===== src/rtl/dtw_pkg.sv =====
package dtw_pkg;
  typedef enum logic [1:0] {
    RG_CHAN  = 2'd0,
    RG_ID    = 2'd1,
    RG_ITEST = 2'd2,
    RG_NONE  = 2'd3
  } region_e;

  localparam int ID_CNT = 8;

  function automatic logic [7:0] id_byte(input logic [2:0] idx);
    case (idx)
      3'd0: id_byte = 8'h04;
      3'd1: id_byte = 8'h18;
      3'd2: id_byte = 8'h14;
      3'd3: id_byte = 8'h00;
      3'd4: id_byte = 8'h0D;
      3'd5: id_byte = 8'hF0;
      3'd6: id_byte = 8'h05;
      default: id_byte = 8'hB1;
    endcase
  endfunction
endpackage


===== src/rtl/dtw_decode.sv =====
module dtw_decode
  import dtw_pkg::*;
#(
  parameter int ADDR_W = 12,
  parameter int N_CH   = 2,
  parameter int OFF_W  = 5
) (
  input  logic [ADDR_W-1:0] addr_i,
  output region_e           region_o,
  output logic [N_CH-1:0]   ch_sel_o,
  output logic [OFF_W-1:0]  off_o,
  output logic [2:0]        id_idx_o
);
  localparam int SLOT_W = ADDR_W - OFF_W;
  localparam logic [ADDR_W-1:0] WIN_TOP  = ADDR_W'((1 << ADDR_W) - 1);
  localparam logic [ADDR_W-1:0] ID_BASE  = ADDR_W'((1 << ADDR_W) - 4 * ID_CNT);
  localparam logic [ADDR_W-1:0] IT_BASE  = ADDR_W'((1 << ADDR_W) - 256);

  logic [SLOT_W-1:0] slot;
  logic [ADDR_W-1:0] word_addr;

  assign slot      = addr_i[ADDR_W-1:OFF_W];
  assign word_addr = {addr_i[ADDR_W-1:2], 2'b00};
  assign off_o     = addr_i[OFF_W-1:0];
  assign id_idx_o  = addr_i[4:2];

  for (genvar k = 0; k < N_CH; k++) begin : g_sel
    assign ch_sel_o[k] = (slot == SLOT_W'(k));
  end

  always_comb begin
    if (|ch_sel_o)
      region_o = RG_CHAN;
    else if (word_addr >= ID_BASE && word_addr <= WIN_TOP)
      region_o = RG_ID;
    else if (word_addr == IT_BASE || word_addr == IT_BASE + ADDR_W'(4))
      region_o = RG_ITEST;
    else
      region_o = RG_NONE;
  end
endmodule


===== src/rtl/dtw_rd_stage.sv =====
module dtw_rd_stage
  import dtw_pkg::*;
#(
  parameter int DATA_W = 32,
  parameter int N_CH   = 2
) (
  input  logic                   clk_i,
  input  logic                   rst_ni,
  input  logic                   rd_i,
  input  region_e                region_i,
  input  logic [N_CH-1:0]        ch_sel_i,
  input  logic [2:0]             id_idx_i,
  input  logic [N_CH*DATA_W-1:0] ch_rdata_i,
  output logic [DATA_W-1:0]      rdata_o,
  output logic                   rvalid_o
);
  logic [DATA_W-1:0] part [N_CH+1];
  logic [DATA_W-1:0] nxt;

  assign part[0] = '0;
  for (genvar k = 0; k < N_CH; k++) begin : g_mux
    assign part[k+1] = part[k] |
      (ch_sel_i[k] ? ch_rdata_i[k*DATA_W +: DATA_W] : '0);
  end

  always_comb begin
    case (region_i)
      RG_CHAN: nxt = part[N_CH];
      RG_ID:   nxt = DATA_W'(id_byte(id_idx_i));
      default: nxt = '0;
    endcase
  end

  always_ff @(posedge clk_i or negedge rst_ni) begin
    if (!rst_ni) begin
      rdata_o  <= '0;
      rvalid_o <= 1'b0;
    end else begin
      rvalid_o <= rd_i;
      if (rd_i) rdata_o <= nxt;
    end
  end
endmodule


===== src/rtl/dtw_irq_merge.sv =====
module dtw_irq_merge #(
  parameter int N_CH = 2
) (
  input  logic [N_CH-1:0] irq_i,
  output logic            irq_o
);
  logic [N_CH:0] acc;
  assign acc[0] = 1'b0;
  for (genvar k = 0; k < N_CH; k++) begin : g_or
    assign acc[k+1] = acc[k] | irq_i[k];
  end
  assign irq_o = acc[N_CH];
endmodule


===== src/rtl/dual_timer_window.sv =====
module dual_timer_window
  import dtw_pkg::*;
#(
  parameter int ADDR_W = 12,
  parameter int DATA_W = 32,
  parameter int N_CH   = 2,
  parameter int OFF_W  = 5
) (
  input  logic                   clk_i,
  input  logic                   rst_ni,
  input  logic                   req_i,
  input  logic                   we_i,
  input  logic [ADDR_W-1:0]      addr_i,
  input  logic [DATA_W-1:0]      wdata_i,
  output logic [DATA_W-1:0]      rdata_o,
  output logic                   rvalid_o,
  input  logic [N_CH-1:0]        tick_i,
  output logic [N_CH-1:0]        ch_tick_o,
  output logic [N_CH-1:0]        ch_req_o,
  output logic                   ch_we_o,
  output logic [OFF_W-1:0]       ch_off_o,
  output logic [DATA_W-1:0]      ch_wdata_o,
  input  logic [N_CH*DATA_W-1:0] ch_rdata_i,
  input  logic [N_CH-1:0]        ch_irq_i,
  output logic                   irq_o
);
  region_e         region;
  logic [N_CH-1:0] ch_sel;
  logic [2:0]      id_idx;

  dtw_decode #(.ADDR_W(ADDR_W), .N_CH(N_CH), .OFF_W(OFF_W)) u_dec (
    .addr_i   (addr_i),
    .region_o (region),
    .ch_sel_o (ch_sel),
    .off_o    (ch_off_o),
    .id_idx_o (id_idx)
  );

  assign ch_req_o   = req_i ? ch_sel : '0;
  assign ch_we_o    = we_i;
  assign ch_wdata_o = wdata_i;
  assign ch_tick_o  = tick_i;

  dtw_rd_stage #(.DATA_W(DATA_W), .N_CH(N_CH)) u_rd (
    .clk_i      (clk_i),
    .rst_ni     (rst_ni),
    .rd_i       (req_i & ~we_i),
    .region_i   (region),
    .ch_sel_i   (ch_sel),
    .id_idx_i   (id_idx),
    .ch_rdata_i (ch_rdata_i),
    .rdata_o    (rdata_o),
    .rvalid_o   (rvalid_o)
  );

  dtw_irq_merge #(.N_CH(N_CH)) u_irq (
    .irq_i (ch_irq_i),
    .irq_o (irq_o)
  );
endmodule


===== config.mk =====
export PLATFORM = sky130hd
export DESIGN_NAME = dual_timer_window
export DESIGN_NICKNAME = d
export VERILOG_FILES = /design/src/rtl/dtw_pkg.sv /design/src/rtl/dtw_decode.sv /design/src/rtl/dtw_rd_stage.sv /design/src/rtl/dtw_irq_merge.sv /design/src/rtl/dual_timer_window.sv
export SDC_FILE = /design/constraint.sdc
export NUM_CORES = 1
export LEC_CHECK = 0
export ABC_AREA = 0
export BUFFER_PORTS_ARGS = -buffer_cell sky130_fd_sc_hd__buf_2
export CAP_MARGIN = 20
export CORE_MARGIN = 2
export CORE_UTILIZATION = 38
export DETAILED_ROUTE_END_ITERATION = 8
export GPL_TIMING_DRIVEN = 0
export MAX_ROUTING_LAYER = met4
export PLACE_DENSITY_LB_ADDON = 0.1
export SLEW_MARGIN = 20
export SYNTH_ARGS = -nofsm -noshare
export SYNTH_HDL_FRONTEND = slang
export SYNTH_SLANG_ARGS = --single-unit

===== constraint.sdc =====
create_clock -name clk_i -period 1.8 [get_ports clk_i]
set_input_delay 0.27 -clock clk_i [delete_from_list [all_inputs] [get_ports clk_i]]
set_output_delay 0.27 -clock clk_i [all_outputs]
set_load 0.05 [all_outputs]

# Word-level counts from Yosys, hierarchy flattened
# Index checks and enable logic that the tools add are counted.
[word_totals]
ff_bits = 33
output_inout_bits = 76
[op_classes]
bitwise_logic = 4
n_reduce_logical = 6
eq_ne = 10
magnitude_cmp = 2
muxes = 8
[ops]
columns = ["op", "n"]
rows = [
  ["two-way mux 32 bit", 2],
  ["one-hot mux 32 bit (2 select lines)", 1],
  ["one-hot mux 8 bit (7 select lines)", 1],
  ["bitwise OR 32 bit", 1],
  ["== test 10 bit (second input constant)", 2],
  [">= comparator 12 bit (second input constant)", 1],
  ["<= comparator 12 bit (second input constant)", 1],
  ["== test 3 bit (second input constant)", 3],
  ["== test 7 x 1 -> 1 bit (second input constant)", 1],
  ["logical NOT 7 bit", 1],
  ["== test 3 x 2 -> 1 bit (second input constant)", 2],
  ["two-way mux 2 bit", 3],
  ["== test 3 x 1 -> 1 bit (second input constant)", 1],
  ["logical NOT 3 bit", 1],
  ["== test 2 x 1 -> 1 bit (second input constant)", 1],
  ["logical NOT 2 bit", 1],
  ["OR reduction 2 bit", 1],
  ["AND 1 bit", 1],
  ["logical AND 1 bit", 1],
  ["logical OR 1 bit", 1],
  ["two-way mux 1 bit", 1],
  ["inverter 1 bit", 1],
  ["bitwise OR 1 bit", 1],
]

# Logic depth before layout (Yosys ltp)
[depth]
word_depth = 7
ltp_mapped = 5
ltp_nobuf = 4

# Cells and area by module
# Synthesis repeated with hierarchy kept, for this count alone.
[unflattened]
cells_unflattened = 182
area_unflattened_um2 = 2010.7
[by_module_without_submodules]
columns = ["mod", "instances", "cells_per_inst", "area_per_inst_um2", "seq_area_each_um2"]
rows = [
  ["dtw_rd_stage", 1, 126, 1587.8, 825.8],
  ["dual_timer_window", 1, 38, 289.0, 0.0],
  ["dtw_decode", 1, 17, 127.6, 0.0],
  ["dtw_irq_merge", 1, 1, 6.3, 0.0],
]

# Worst setup path after synthesis
# OpenSTA, ideal clock, no wires.
[synth_timing]
path_type = "input port to output port"
from = "in addr_i[11]"
to = "out ch_req_o[0]"
cell_stages = 4
n_path_buf = 1
path_slack_ns = -0.674
arrival_ns = 2.204
path_cell_list = "nor4_4 > nand2_4 > buf_6 > nor3b_1"
[synth_between]
elab_chain_len = 2
[synth_rtl]
columns = ["item", "line", "source"]
rows = [
  ["start, declared", "dual_timer_window.sv:13", "input logic [ADDR_W-1:0] addr_i,"],
  ["logical NOT 7 bit", "dtw_decode.sv:28", "assign ch_sel_o[k] = (slot == SLOT_W'(k));"],
  ["two-way mux 2 bit", "dual_timer_window.sv:39", "assign ch_req_o = req_i ? ch_sel : '0;"],
  ["end, declared", "dual_timer_window.sv:19", "output logic [N_CH-1:0] ch_req_o,"],
]
# No other way between the ends.

# Final worst setup path
[layout_timing]
from = "in addr_i[8]"
to = "out ch_req_o[0]"
# Same word-level chain as after synthesis.

==> flow_metrics.tcl <==
set metrics [dict create \
    status "complete, no violations" \
    track_usage 0.183 \
    cts.path.max_buffers 2 \
    final_cell_mix "buf_2, buf_4, dfrtp_1" \
    hold_class "primary input to asynchronous set/reset pin" \
    async_reset_ff_frac 1.00 \
    syn_inst 205 \
    die_y_um 79.5 \
    die_w_um 79.5 \
    gp_congestion 0.706 \
    finalCritPeriodShare 0.956 \
    numCtsBuffers 5 \
    synthesis.area_sq_um 2170 \
    rsz0062_at_grt "no" \
    dp_hpwl_um 4670 \
    clock.fmax_mhz 581 \
    dp.cells 431 \
    cts_tree "yes" \
    fin_cells 439 \
    ioPinCount 192 \
    startpoint "addr_i[8]" \
    clock_latency_ns 0.28 \
    finClkSkew_ns 0 \
    post-route-min-period_ns 1.72 \
    synth_top_family_by_area "buffers and inverters" \
    pwr-share-comb 0.279 \
    max-vdd-ir-drop_uv 375 \
    core_sq_um 5510 \
    path_clk_slew_ns 0.07 \
    power_density_nw_per_um2 645 \
    synth-seq-cells 33 \
    hold_ws_ns 0.0454 \
    maxSlewViolCount 0 \
    dieArea_sq_um 6320 \
    crit_arrival_ns 1.45 \
    port_buffers 154 \
    path_max_fanout 10 \
    synth_xor_area_frac 0.00809 \
    ys_types 30 \
    num_rows 27 \
    hold_buffers 0 \
    end_kind "output port" \
    n_antenna_cell 0 \
    initial_core_util 0.393 \
    slew_headroom 0.508 \
    drt-initial-drc-count 68 \
    criticalPathCategory "primary input to output port" \
    synthSimpleGateAreaFrac 0.136 \
    worst_setup_path_start_kind "primary input" \
    wl_per_cell_um 13.3 \
    setup_viol_count_final 0 \
    grt-ovfl-total 0 \
    final_common_cell "buf_2" \
    htreeDepth 2 \
    reg2reg_from "u_rd.rdata_o[3]" \
    power_uw 2040 \
    p_leak_uw 0.00178 \
    ant_nets 0 \
    nNetsFinal 482 \
    ys.flop_type "dfrtp_1" \
    synthMuxAreaShare 0.152 \
    grt_max_degree 34 \
    finalHoldViolCount 0 \
    p_seq_frac 0.369 \
    routed_wl_um 5820 \
    route.vias.total 2058 \
    tightest_slew_ns 0.738 \
    synth_compound_area_frac 0.152 \
    drive_gt1_frac 0.659 \
    swShare 0.310 \
    intPower_uw 1410 \
    clkSinkCount 33 \
    remaining_drc_errors 0 \
    grt_pass1_wl_um 8790 \
    syn_area_per_cell_sq_um 10.6 \
    power.switching_uw 632 \
    syn2layout_area_growth_pct 46.1 \
    yosysSeqAreaShare 0.381 \
    clkPwrFrac 0.352 \
    antenna_found_initial 0 \
    drt_pass1_iterations 4 \
    yosysWarnings 0 \
    detail_route.vias_per_cell 4.69 \
    synth-edff-count 0 \
    grt_pass1_vias 1932 \
    maxCapViolations 0 \
    root_buffer "clkbuf_8" \
    required_ns 1.53 \
    synthAdderAreaFrac 0 \
    synth_nets 321 \
]
-- layer usage --
metal / global-route usage / vias up / wire length, um
li1: - / 1008 / -
met1: 0.209 / 924 / 2390
met2: 0.321 / 119 / 2800
met3: 0.0396 / 7 / 548
met4: 0.0534 / 0 / 85
met5: - / - / 0
-- cells in the mapped netlist (2+ instances only) --
master | instances | area share
nand2_1 | 30 | 0.052
xnor2_1 | 2 | 0.0081
clkbuf_1 | 3 | 0.0052
dfrtp_1 | 33 | 0.38
buf_2 | 4 | 0.0092
mux2_2 | 7 | 0.036
buf_1 | 3 | 0.0052
o31ai_2 | 19 | 0.11
buf_6 | 2 | 0.010
nand4_1 | 3 | 0.0087
buf_4 | 40 | 0.14
mux2i_1 | 25 | 0.12
nand3_1 | 7 | 0.016
and4_2 | 2 | 0.0092
o31ai_1 | 7 | 0.024
nor2b_1 | 2 | 0.0058
a32oi_1 | 3 | 0.012
-- through the flow --
step / TNS (ns) / utilization / setup WS, ns / area (sq um)
2_1_floorplan: 0 / - / 0.0114 / 2180
3_3_place_gp: -0.473 / 0.552 / -0.303 / 3040
3_5_place_dp: -0.476 / 0.552 / -0.292 / 3040
4_1_cts: 0 / 0.575 / 0.0524 / 3160
5_1_grt: 0 / 0.575 / 0.0135 / 3160
6_report: 0 / 0.575 / 0.0793 / 3160
-- power by group through the flow --
| stage | Sequential (uW) | Clock [uW] | Combinational (uW) |
|---|---|---|---|
| after floorplan | 795 | 0 | 365 |
| after global placement | 766 | 0 | 573 |
| after detailed placement | 767 | 0 | 575 |
| after CTS | 753 | 739 | 576 |
| after global routing | 753 | 780 | 607 |
| final | 753 | 718 | 570 |
-- worst max-delay path, stage by stage --
cell and delay [ns]:
buf_2 0.12, nor4_4 0.35, nand2_4 0.14, buf_6 0.19
nor3b_4 0.16, buf_4 0.22
-- final timing paths --
check,end,slack (ns),depth (start not counted)
max reg2reg,u_rd.rdata_o[3],1.02,2
min reg2reg,u_rd.rdata_o[15],0.48,2
max,ch_req_o[0],0.08,6
min,u_rd.rdata_o[16],0.05,1
min in group clk_i,u_rd.rdata_o[3],0.21,2
max in group asynchronous,u_rd.rdata_o[28],1.28,1
-- cells by family (layout without fill, tap and decap cells) --
logic type / count (synthesis) / after routing
AND/OR/NAND/NOR: 54 / 54
buffers and inverters: 53 / 215
flip-flops: 33 / 33
multiplexers: 32 / 32
AO/OA/AOI/OAI: 31 / 31
XOR/XNOR: 2 / 2
-- cell type report --
type,instances,area (sq um)
flip-flops and latches,33,826
fillers,480,2340
well taps,72,90.1
plain buffers,51,362
repair buffers,155,781
inverters,1,3.75
multi-input cells,119,982
clock buffers,6,82.6
clock inverters,2,37.5
-- flip-flops by register name, indices dropped and copies added, names as in the netlist --
signal / flops
u_rd.rdata_o: 32
u_rd.rvalid_o: 1
-- what timing repair did --
| action | CTS | global route |
|---|---|---|
| endpoints found under the setup margin | 2 | 0 |
| setup buffers | 1 | 0 |
| gates resized for setup | 1 | 0 |
No activity file was read; power rests on OpenSTA's default activity.
